<file path="src/rtl/cal_pkg.sv">
`timescale 1ns/1ps
package cal_pkg;
  localparam logic [3:0] ADR_SEC    = 4'h0;
  localparam logic [3:0] ADR_SEC_AL = 4'h1;
  localparam logic [3:0] ADR_MIN    = 4'h2;
  localparam logic [3:0] ADR_MIN_AL = 4'h3;
  localparam logic [3:0] ADR_HR     = 4'h4;
  localparam logic [3:0] ADR_HR_AL  = 4'h5;
  localparam logic [3:0] ADR_DOW    = 4'h6;
  localparam logic [3:0] ADR_DOM    = 4'h7;
  localparam logic [3:0] ADR_MON    = 4'h8;
  localparam logic [3:0] ADR_YR     = 4'h9;
  localparam logic [3:0] ADR_CTLA   = 4'hA;
  localparam logic [3:0] ADR_CTLB   = 4'hB;
  localparam logic [3:0] ADR_FLG    = 4'hC;
  localparam logic [3:0] ADR_STS    = 4'hD;
  localparam int unsigned N_TM      = 10;
  localparam logic [2:0] DIV_OK     = 3'b010;

  function automatic logic [6:0] fld_dec(input logic [7:0] v, input logic bin);
    if (bin) return v[6:0];
    return ({3'b000, v[7:4]} * 7'd10) + {3'b000, v[3:0]};
  endfunction

  function automatic logic [7:0] fld_enc(input logic [6:0] b, input logic bin);
    logic [6:0] t, o;
    if (bin) return {1'b0, b};
    t = b / 7'd10;
    o = b % 7'd10;
    return {t[3:0], o[3:0]};
  endfunction

  function automatic logic [6:0] month_len(input logic [6:0] m, input logic [6:0] y);
    case (m)
      7'd2: return (y[1:0] == 2'b00) ? 7'd29 : 7'd28;
      7'd4, 7'd6, 7'd9, 7'd11: return 7'd30;
      default: return 7'd31;
    endcase
  endfunction
endpackage

</file>
<file path="src/rtl/cal_step.sv">
`timescale 1ns/1ps
module cal_step
  import cal_pkg::*;
#(
  parameter int unsigned LO = 0
) (
  input  logic [7:0] val_i,
  input  logic       bin_i,
  input  logic       inc_i,
  input  logic [6:0] hi_i,
  output logic [7:0] nxt_o,
  output logic       wrap_o
);
  logic [6:0] cur, nb;

  always_comb begin
    cur    = fld_dec(val_i, bin_i);
    wrap_o = inc_i && (cur >= hi_i);
    nb     = wrap_o ? 7'(LO) : cur + 7'd1;
    nxt_o  = inc_i ? fld_enc(nb, bin_i) : val_i;
  end
endmodule

</file>
<file path="src/rtl/cal_hour_step.sv">
`timescale 1ns/1ps
module cal_hour_step
  import cal_pkg::*;
(
  input  logic [7:0] val_i,
  input  logic       bin_i,
  input  logic       h24_i,
  input  logic       inc_i,
  output logic [7:0] nxt_o,
  output logic       wrap_o
);
  logic [6:0] cur, nb;
  logic       pm, pm_n;
  logic [7:0] enc;

  always_comb begin
    pm     = val_i[7];
    pm_n   = pm;
    wrap_o = 1'b0;
    if (h24_i) begin
      cur = fld_dec(val_i, bin_i);
      if (cur >= 7'd23) begin
        nb     = 7'd0;
        wrap_o = inc_i;
      end else begin
        nb = cur + 7'd1;
      end
      enc   = fld_enc(nb, bin_i);
    end else begin
      cur = fld_dec({1'b0, val_i[6:0]}, bin_i);
      if (cur >= 7'd12) begin
        nb = 7'd1;
      end else if (cur == 7'd11) begin
        nb     = 7'd12;
        pm_n   = !pm;
        wrap_o = inc_i && pm;   // 11 PM -> 12 AM rolls the day
      end else begin
        nb = cur + 7'd1;
      end
      enc   = fld_enc(nb, bin_i);
      enc[7] = pm_n;
    end
    nxt_o = inc_i ? enc : val_i;
  end
endmodule

</file>
<file path="src/rtl/cal_divider.sv">
`timescale 1ns/1ps
module cal_divider #(
  parameter int unsigned TICKS = 32768,
  parameter int unsigned LEAD  = 16
) (
  input  logic clk_i,
  input  logic rst_ni,
  input  logic tick_i,
  input  logic run_i,
  output logic uip_o,
  output logic upd_o
);
  localparam int unsigned CW = $clog2(TICKS);
  localparam logic [CW-1:0] LAST = CW'(TICKS - 1);
  localparam logic [CW-1:0] WARN = CW'(TICKS - LEAD - 1);

  logic [CW-1:0] cnt_q;

  always_ff @(posedge clk_i or negedge rst_ni) begin
    if (!rst_ni) begin
      cnt_q <= '0;
      uip_o <= 1'b0;
      upd_o <= 1'b0;
    end else if (!run_i) begin
      cnt_q <= '0;
      uip_o <= 1'b0;
      upd_o <= 1'b0;
    end else begin
      upd_o <= tick_i && (cnt_q == LAST);
      if (tick_i) cnt_q <= (cnt_q == LAST) ? '0 : cnt_q + 1'b1;
      if (upd_o) uip_o <= 1'b0;
      else if (tick_i && cnt_q == WARN) uip_o <= 1'b1;
    end
  end
endmodule

</file>
<file path="src/rtl/cal_clock_engine.sv">
`timescale 1ns/1ps
module cal_clock_engine
  import cal_pkg::*;
#(
  parameter int unsigned TICKS_PER_SEC = 32768,
  parameter int unsigned LEAD_TICKS    = 16,
  parameter logic [7:0]  BLOCK_VAL     = 8'hFF
) (
  input  logic       clk_i,
  input  logic       rst_ni,
  input  logic       tick_i,
  input  logic [3:0] bus_addr_i,
  input  logic       bus_wr_i,
  input  logic       bus_rd_i,
  input  logic [7:0] bus_wdata_i,
  output logic [7:0] bus_rdata_o
);
  localparam logic [7:0] TM_RST [N_TM] =
    '{8'h00, 8'h00, 8'h00, 8'h00, 8'h00, 8'h00, 8'h01, 8'h01, 8'h01, 8'h00};

  logic [7:0] tm_q  [N_TM];
  logic [7:0] tm_nxt[N_TM];
  logic [6:0] ctla_q;
  logic [7:0] ctlb_q;
  logic       af_q, uf_q;
  logic       run, upd, uip, bin, h24;

  assign bin = ctlb_q[2];
  assign h24 = ctlb_q[1];
  assign run = (ctla_q[6:4] == DIV_OK) && !ctlb_q[7];

  cal_divider #(.TICKS(TICKS_PER_SEC), .LEAD(LEAD_TICKS)) u_div (
    .clk_i(clk_i), .rst_ni(rst_ni), .tick_i(tick_i), .run_i(run),
    .uip_o(uip), .upd_o(upd)
  );

  // carry chain
  logic [7:0] sec_n, min_n, hr_n, dow_n, dom_n, mon_n, yr_n;
  logic       sec_w, min_w, hr_w, dow_w, dom_w, mon_w, yr_w;
  logic [6:0] dim;

  assign dim = month_len(fld_dec(tm_q[ADR_MON], bin), fld_dec(tm_q[ADR_YR], bin));

  cal_step #(.LO(0)) u_sec (.val_i(tm_q[ADR_SEC]), .bin_i(bin), .inc_i(upd),
    .hi_i(7'd59), .nxt_o(sec_n), .wrap_o(sec_w));
  cal_step #(.LO(0)) u_min (.val_i(tm_q[ADR_MIN]), .bin_i(bin), .inc_i(sec_w),
    .hi_i(7'd59), .nxt_o(min_n), .wrap_o(min_w));
  cal_hour_step u_hr (.val_i(tm_q[ADR_HR]), .bin_i(bin), .h24_i(h24), .inc_i(min_w),
    .nxt_o(hr_n), .wrap_o(hr_w));
  cal_step #(.LO(1)) u_dow (.val_i(tm_q[ADR_DOW]), .bin_i(bin), .inc_i(hr_w),
    .hi_i(7'd7), .nxt_o(dow_n), .wrap_o(dow_w));
  cal_step #(.LO(1)) u_dom (.val_i(tm_q[ADR_DOM]), .bin_i(bin), .inc_i(hr_w),
    .hi_i(dim), .nxt_o(dom_n), .wrap_o(dom_w));
  cal_step #(.LO(1)) u_mon (.val_i(tm_q[ADR_MON]), .bin_i(bin), .inc_i(dom_w),
    .hi_i(7'd12), .nxt_o(mon_n), .wrap_o(mon_w));
  cal_step #(.LO(0)) u_yr (.val_i(tm_q[ADR_YR]), .bin_i(bin), .inc_i(mon_w),
    .hi_i(7'd99), .nxt_o(yr_n), .wrap_o(yr_w));

  logic unused_w;
  assign unused_w = dow_w ^ yr_w;

  always_comb begin
    for (int i = 0; i < N_TM; i++) tm_nxt[i] = tm_q[i];
    tm_nxt[ADR_SEC] = sec_n;
    tm_nxt[ADR_MIN] = min_n;
    tm_nxt[ADR_HR]  = hr_n;
    tm_nxt[ADR_DOW] = dow_n;
    tm_nxt[ADR_DOM] = dom_n;
    tm_nxt[ADR_MON] = mon_n;
    tm_nxt[ADR_YR]  = yr_n;
  end

  function automatic logic al_match(input logic [7:0] v, input logic [7:0] a);
    return (a[7:6] == 2'b11) || (v == a);
  endfunction

  logic al_hit;
  assign al_hit = al_match(sec_n, tm_q[ADR_SEC_AL]) &&
                  al_match(min_n, tm_q[ADR_MIN_AL]) &&
                  al_match(hr_n,  tm_q[ADR_HR_AL]);

  logic host_wr;
  assign host_wr = bus_wr_i;

  // host write beats the commit on the same byte
  always_ff @(posedge clk_i or negedge rst_ni) begin
    if (!rst_ni) begin
      for (int i = 0; i < N_TM; i++) tm_q[i] <= TM_RST[i];
    end else begin
      for (int i = 0; i < N_TM; i++) begin
        if (host_wr && bus_addr_i == 4'(i)) tm_q[i] <= bus_wdata_i;
        else if (upd)                       tm_q[i] <= tm_nxt[i];
      end
    end
  end

  always_ff @(posedge clk_i or negedge rst_ni) begin
    if (!rst_ni) begin
      ctla_q <= 7'h26;
      ctlb_q <= 8'h02;
    end else if (host_wr) begin
      if (bus_addr_i == ADR_CTLA) ctla_q <= bus_wdata_i[6:0];
      if (bus_addr_i == ADR_CTLB) ctlb_q <= bus_wdata_i;
    end
  end

  always_ff @(posedge clk_i or negedge rst_ni) begin
    if (!rst_ni) begin
      af_q <= 1'b0;
      uf_q <= 1'b0;
    end else if (upd) begin
      uf_q <= 1'b1;
      af_q <= af_q | al_hit;
    end else if (bus_rd_i && bus_addr_i == ADR_FLG) begin
      uf_q <= 1'b0;
      af_q <= 1'b0;
    end
  end

  always_comb begin
    bus_rdata_o = 8'h00;
    if (bus_addr_i <= ADR_YR) begin
      bus_rdata_o = upd ? BLOCK_VAL : tm_q[bus_addr_i];
    end else begin
      case (bus_addr_i)
        ADR_CTLA: bus_rdata_o = {uip, ctla_q};
        ADR_CTLB: bus_rdata_o = ctlb_q;
        ADR_FLG:  bus_rdata_o = {2'b00, af_q, uf_q, 4'h0};
        ADR_STS:  bus_rdata_o = 8'h80;
        default:  bus_rdata_o = 8'h00;
      endcase
    end
  end
endmodule

</file>
<file path="config.mk">
export PLATFORM = sky130hd
export DESIGN_NAME = cal_clock_engine
export DESIGN_NICKNAME = d
export VERILOG_FILES = /design/src/rtl/cal_pkg.sv /design/src/rtl/cal_step.sv /design/src/rtl/cal_hour_step.sv /design/src/rtl/cal_divider.sv /design/src/rtl/cal_clock_engine.sv
export SDC_FILE = /design/constraint.sdc
export NUM_CORES = 1
export LEC_CHECK = 0
export ABC_AREA = 1
export BUFFER_PORTS_ARGS = -buffer_cell sky130_fd_sc_hd__buf_4
export CAP_MARGIN = 20
export CORE_ASPECT_RATIO = 2
export CORE_UTILIZATION = 43
export DETAILED_ROUTE_END_ITERATION = 8
export SKIP_LAST_GASP = 1
export SYNTH_ARGS = -nofsm -noshare
export SYNTH_HDL_FRONTEND = slang
export SYNTH_SLANG_ARGS = --single-unit
</file>
<file path="constraint.sdc">
create_clock -name clk_i -period 5.9 [get_ports clk_i]
set_input_delay 1.475 -clock clk_i [delete_from_list [all_inputs] [get_ports clk_i]]
set_output_delay 1.475 -clock clk_i [all_outputs]
set_load 0.02 [all_outputs]
</file>
==> results_dict.tcl, run 1 <==
set metrics [dict create \
    cts_hold_buf 0 \
    grt_use_total_pct 26.5 \
    crit_slowest_cell "fa_1" \
    final_cells 2219 \
    io_buffers 24 \
    vias_per_cell 5.42 \
    ys_async_sr_fraction_pct 100 \
    cp_max_fo 6 \
    layout.area.seq_sq_um 2860 \
    start_kind "flop" \
    arrival_ns 5.79 \
    ir_drop_mv 0.525 \
    die_w_microns 119 \
    clock_skew_ns 0.00930 \
    drv_cap 0 \
    grt_max_degree 72 \
    synth_fp_nets 1928 \
    synth.distinct_cells 63 \
    cts-root-buf "clkbuf_16" \
    met2_usage_pct 50.7 \
    criticalPathCategory "flop to flop" \
    ys_seq_elements 114 \
    yosysWarnings 0 \
    htreeDepth 4 \
    num_vias 12000 \
    routed_wl_microns 36400 \
    syn_area_per_cell_sq_um 6.44 \
    final_hold_viol_count 0 \
    clock-sinks 114 \
    clk_pin_slew_ns 0.06 \
    area_growth_syn_to_layout_pct 10.4 \
    place_inst 2181 \
    slew_violations 0 \
    final_cell_mix "nand2_1, inv_1, nand3_1" \
    grtUsageMet1_pct 27.0 \
    worst_pin_slew_ns 0.998 \
    grt_pass1_wl_microns 58500 \
    multi_input_area_sq_um 7670 \
    cp_common_cell "nand2_2" \
    layout_commonest_cell "nand2_1" \
    grt_pass1_vias 11900 \
    nets 1956 \
    io_pins 25 \
    met3_usage_pct 2.73 \
    numCtsBuffers 17 \
    cts_tree "yes" \
    syn-cell-area_sq_um 11800 \
    grt_setup_unrepaired "yes" \
    antenna_found_initial 0 \
    wl_per_cell_microns 16.4 \
    fin_hold_ws_ns 0.486 \
    min_period_ns 5.47 \
    syn_inst 1830 \
    clk_latency_ns 0.43 \
    diodes 0 \
    dp_hpwl_microns 28700 \
    max_freq_ghz 0.183 \
    coreArea_sq_um 26900 \
    status "complete, no violations" \
    drtPass1Iterations 6 \
    clockBufferDepth 2 \
    fp-row-count 85 \
    grt_overflow 0 \
    endpoint_kind "flop" \
    routabilityCongestion 0.925 \
    first_iter_violations 558 \
    fp.dieH_microns 236 \
    drc 0 \
    synth_edf_count 0 \
    max_stage_delay_ns 0.44 \
    cp.required_ns 6.22 \
    ant_nets 0 \
    hold_class "flop to flop" \
    drive_gt1_share_pct 10.4 \
    setup-violations-final 0 \
    power_density_nw_per_um2 625 \
    synth_seq_area_share_pct 24.3 \
    dieArea_sq_um 28100 \
    period_share_pct 92.7 \
    relSlewSlack_pct 33.2 \
    nFillCells 2786 \
    start_util_pct 43.8 \
    synth-main-ff-cell "dfrtp_1" \
    grt_most_used_layer "met2" \
    leakagePower_nw 6.63 \
]
## area by class of cell
| cell class | count | area share [%] |
|---|---|---|
| flip-flops and latches | 114 | 22.0 |
| multi-input cells | 1390 | 58.9 |
| repair buffers | 45 | 2.72 |
| clock buffers | 18 | 3.30 |
| inverters | 290 | 8.36 |
| well taps | 348 | 3.34 |
| clock inverters | 14 | 1.36 |
## cell usage after synthesis, types with 4 or more instances
master / count / area share (%)
nand2_1: 561 / 18
inv_1: 266 / 8.5
nand3_1: 144 / 6.1
o21ai_0: 125 / 5.3
nor2_1: 123 / 3.9
dfrtp_1: 107 / 23
ha_1: 67 / 7.1
a21oi_1: 47 / 2.0
xor2_1: 38 / 2.8
nand2_2: 32 / 1.7
nand4_1: 26 / 1.4
o21ai_1: 21 / 0.89
o2111ai_1: 19 / 1.4
clkbuf_1: 18 / 0.57
inv_2: 18 / 0.57
o22ai_1: 17 / 0.90
nand3_2: 15 / 1.3
nor3_1: 15 / 0.64
fa_1: 14 / 2.4
or2_2: 13 / 0.69
o211ai_1: 12 / 0.76
nand3b_1: 10 / 0.64
xnor2_1: 10 / 0.74
a31oi_1: 9 / 0.48
buf_2: 9 / 0.38
o221ai_1: 9 / 0.67
buf_6: 7 / 0.67
dfstp_2: 7 / 1.6
clkinv_1: 6 / 0.19
nor4_1: 6 / 0.32
a21boi_0: 4 / 0.25
o21a_1: 4 / 0.25
## critical path, delay by kind of cell, from the launching register on
family / cells / cell delay, ns
xor gates and xnor gates: 1 / 0.08
DFF: 1 / 0.43
buffers and inverters: 7 / 0.52
adders and majority gates: 5 / 1.38
and+or+nand+nor: 22 / 2.16
AOI/OAI and AO/OA: 6 / 0.80
## layer usage
layer / wire length [microns] / part of all wire (%)
met2: 19600 / 54
met1: 13600 / 37
met3: 1160 / 3.2
met5: 0 / 0
met4: 2060 / 5.7
## sequential cells by signal, summed over array words and instances, names as in the netlist
signal / cells
af_q: 1
ctla_q: 7
ctlb_q: 8
tm_nxt: 24
tm_q: 56
u_div.cnt_q: 15
u_div.uip_o: 1
u_div.upd_o: 1
uf_q: 1
## timing repair
action | in CTS | in global routing
resized for setup | 0 | 13
hold endpoints to repair | 0 | 0
setup buffers | 0 | 6
setup endpoints to repair | 0 | 12
## report_power, final
group,leakage [nW],internal (mW),switching [mW],total [mW]
registers,1.42,0.949,0.221,1.17
clock network,0.284,0.668,0.409,1.08
logic,4.93,2.04,3.84,5.89
## final timing paths
path,from,to,slack (ns),depth (start not counted)
min in group asynchronous,rst_ni,u_div.cnt_q[2],1.17,1
worst max-delay path,tm_q[13],tm_q[1],0.43,41
worst min-delay path,ctlb_q[5],ctlb_q[5],0.49,2
worst max register to register,tm_q[13],tm_q[1],0.43,41
worst min register to register,ctlb_q[5],ctlb_q[5],0.49,2
max in group asynchronous,rst_ni,tm_q[40],3.59,2
## kinds of logic after synthesis
logic type / after synthesis / share of synthesized area [%]
AND/OR/NAND/NOR: 964 / 36.3
buffers and inverters: 326 / 11.0
AO/OA/AOI/OAI: 292 / 14.9
flip-flops: 114 / 24.3
adder cells (fa/ha/maj): 81 / 9.48
XOR/XNOR: 49 / 3.70
multiplexers: 4 / 0.371
## per-stage QoR
step / utilization [%] / worst slack [ns] / TNS [ns] / area, sq um / power (mW)
after global placement: 45.8 / 0.354 / 0 / 12300 / 6.84
final: 48.4 / 0.433 / 0 / 13000 / 8.14
after floorplan: - / 0.848 / 0 / 11800 / 5.82
after global routing: 48.4 / -0.104 / -0.541 / 13000 / 9.05
after detailed placement: 45.8 / 0.181 / 0 / 12300 / 6.99
after CTS: 48.1 / 0.144 / 0 / 12900 / 8.09
No activity file was read; power rests on OpenSTA's default activity.
==> run 2: changes to the inputs <==
--- a/config.mk
+++ b/config.mk
@@ -9,7 +9,7 @@
 export BUFFER_PORTS_ARGS = -buffer_cell sky130_fd_sc_hd__buf_4
 export CAP_MARGIN = 20
 export CORE_ASPECT_RATIO = 2
-export CORE_UTILIZATION = 43
+export CORE_UTILIZATION = 45
 export DETAILED_ROUTE_END_ITERATION = 8
 export SKIP_LAST_GASP = 1
 export SYNTH_ARGS = -nofsm -noshare
==> results_dict.tcl, run 2 (synthesis results as in run 1) <==
set metrics [dict create \
    status "complete, no violations" \
    antenna_found_initial 0 \
    die_w_microns 116 \
    clock-sinks 114 \
    drtPass1Iterations 5 \
    cts-root-buf "clkbuf_16" \
    numCtsBuffers 17 \
    wl_per_cell_microns 16.5 \
    drc 0 \
    crit_slowest_cell "fa_1" \
    ant_nets 0 \
    largest_register "tm_q" \
    p_total_mw 8.30 \
    drv_cap 0 \
    setup-violations-final 0 \
    endpoint_kind "flop" \
    clock_skew_ns 0.00600 \
    dp_hpwl_microns 29100 \
    nFillCells 2781 \
    io_buffers 24 \
    final_cells 2219 \
    leakagePower_nw 6.70 \
    min_period_ns 5.51 \
    multi_input_area_sq_um 7760 \
    cp_common_cell "nand2_2" \
    grt_overflow 0 \
    layout_commonest_cell "nand2_1" \
    cp_max_fo 7 \
    hold_class "flop to flop" \
    place_area_sq_um 12300 \
    slew_violations 0 \
    place_inst 2173 \
    htreeDepth 4 \
    first_iter_violations 652 \
    dieArea_sq_um 26900 \
    clk_pin_slew_ns 0.06 \
    fin_hold_ws_ns 0.483 \
    io_pins 25 \
    grt_max_degree 63 \
    power_density_nw_per_um2 633 \
    fp.dieH_microns 231 \
    grt_use_total_pct 28.6 \
    coreArea_sq_um 25800 \
    period_share_pct 93.3 \
    vias_per_cell 5.43 \
    grt_pass1_vias 11800 \
    clockBufferDepth 2 \
    num_vias 12100 \
    largest_register_ffs 56 \
    drive_gt1_share_pct 11.9 \
    cp.required_ns 6.27 \
    start_util_pct 45.8 \
    start_kind "flop" \
    fp-row-count 83 \
    max_freq_ghz 0.182 \
    relSlewSlack_pct 34.7 \
    grt_pass1_wl_microns 58700 \
    grt_setup_unrepaired "yes" \
    ir_drop_mv 0.758 \
    area_growth_syn_to_layout_pct 11.2 \
    arrival_ns 5.88 \
    cts_tree "yes" \
    final_hold_viol_count 0 \
    routed_wl_microns 36700 \
    diodes 0 \
    nets 1964 \
    routabilityCongestion 0.928 \
    final_cell_mix "nand2_1, inv_1, nand3_1" \
    max_stage_delay_ns 0.46 \
    final_area_sq_um 13100 \
    worst_pin_slew_ns 0.976 \
    layout.area.seq_sq_um 2860 \
    criticalPathCategory "flop to flop" \
    clk_latency_ns 0.43 \
]
-- run 2: cell types whose count changed in the layout (fill, tap and decap cells not counted), moves of 2 or more --
cell        delta
nand3_2        +7
clkinv_2       +2
bufinv_16      -2
o21ai_0        -2
clkinv_4       +3
nand2_2        +7
o21ai_2        +2
clkinvlp_4     -2
nand2_1       -10
nand2_4        +3
nand3_1        -8
buf_4          +9
-- run 2: through the flow --
| step | worst slack [ns] | setup TNS (ns) | util, % |
|---|---|---|---|
| 4_1_cts | 0.0858 | 0 | 50.0 |
| 3_3_place_gp | 0.267 | 0 | 47.8 |
| 6_report | 0.392 | 0 | 50.9 |
| 5_1_grt | -0.0613 | -0.182 | 50.9 |
| 3_5_place_dp | 0.119 | 0 | 47.8 |
| 2_1_floorplan | 0.848 | 0 | - |
-- run 2: area by class of cell --
| class | count | share of cell area (%) |
|---|---|---|
| clock buffer | 18 | 3.35 |
| clock inverter | 14 | 0.992 |
| inverter | 290 | 8.30 |
| multi-input combinational | 1390 | 59.2 |
| sequential | 114 | 21.8 |
| tap | 340 | 3.24 |
| timing repair buffer | 53 | 3.06 |
-- run 2: routing by layer --
| metal | part of all wire, % | vias to the layer above | GRT usage [%] |
|---|---|---|---|
| met5 | 0 | - | 0 |
| met4 | 5.8 | 0 | 16.8 |
| met3 | 3.6 | 112 | 4.25 |
| met2 | 54 | 274 | 53.4 |
| met1 | 37 | 5626 | 29.0 |
| li1 | - | 6041 | - |
-- run 2: path summary, 6_finish.rpt --
check | endpoint | slack, ns | start | cells past startpoint
worst max register to register | tm_q[1] | 0.39 | tm_q[15] | 47
min in group asynchronous | u_div.cnt_q[2] | 1.08 | rst_ni | 1
max in group asynchronous | tm_q[44] | 3.50 | rst_ni | 2
worst max-delay path | tm_q[1] | 0.39 | tm_q[15] | 47
worst min register to register | uf_q | 0.48 | uf_q | 2
worst min-delay path | uf_q | 0.48 | uf_q | 2
-- run 2: critical path: cells and delay by family, from the launching register on --
kind | cells | cell delay (ns)
AO/OA/AOI/OAI | 7 | 0.82
buffers and inverters | 12 | 0.77
adder cells (fa/ha/maj) | 5 | 1.41
AND/OR/NAND/NOR | 23 | 1.98
flip-flops | 1 | 0.41
-- run 2: repair_timing --
item | CTS | global route
gates resized for setup | 0 | 39
buffers inserted | 0 | 13
endpoints found under the setup margin | 0 | 12
hold buffers | 0 | 0
-- run 2: power breakdown --
part / leakage (nW) / switching, mW / internal, mW / total, mW
clock: 0.277 / 0.416 / 0.593 / 1.01
combinational: 5.00 / 3.95 / 2.17 / 6.13
sequential: 1.42 / 0.219 / 0.949 / 1.17
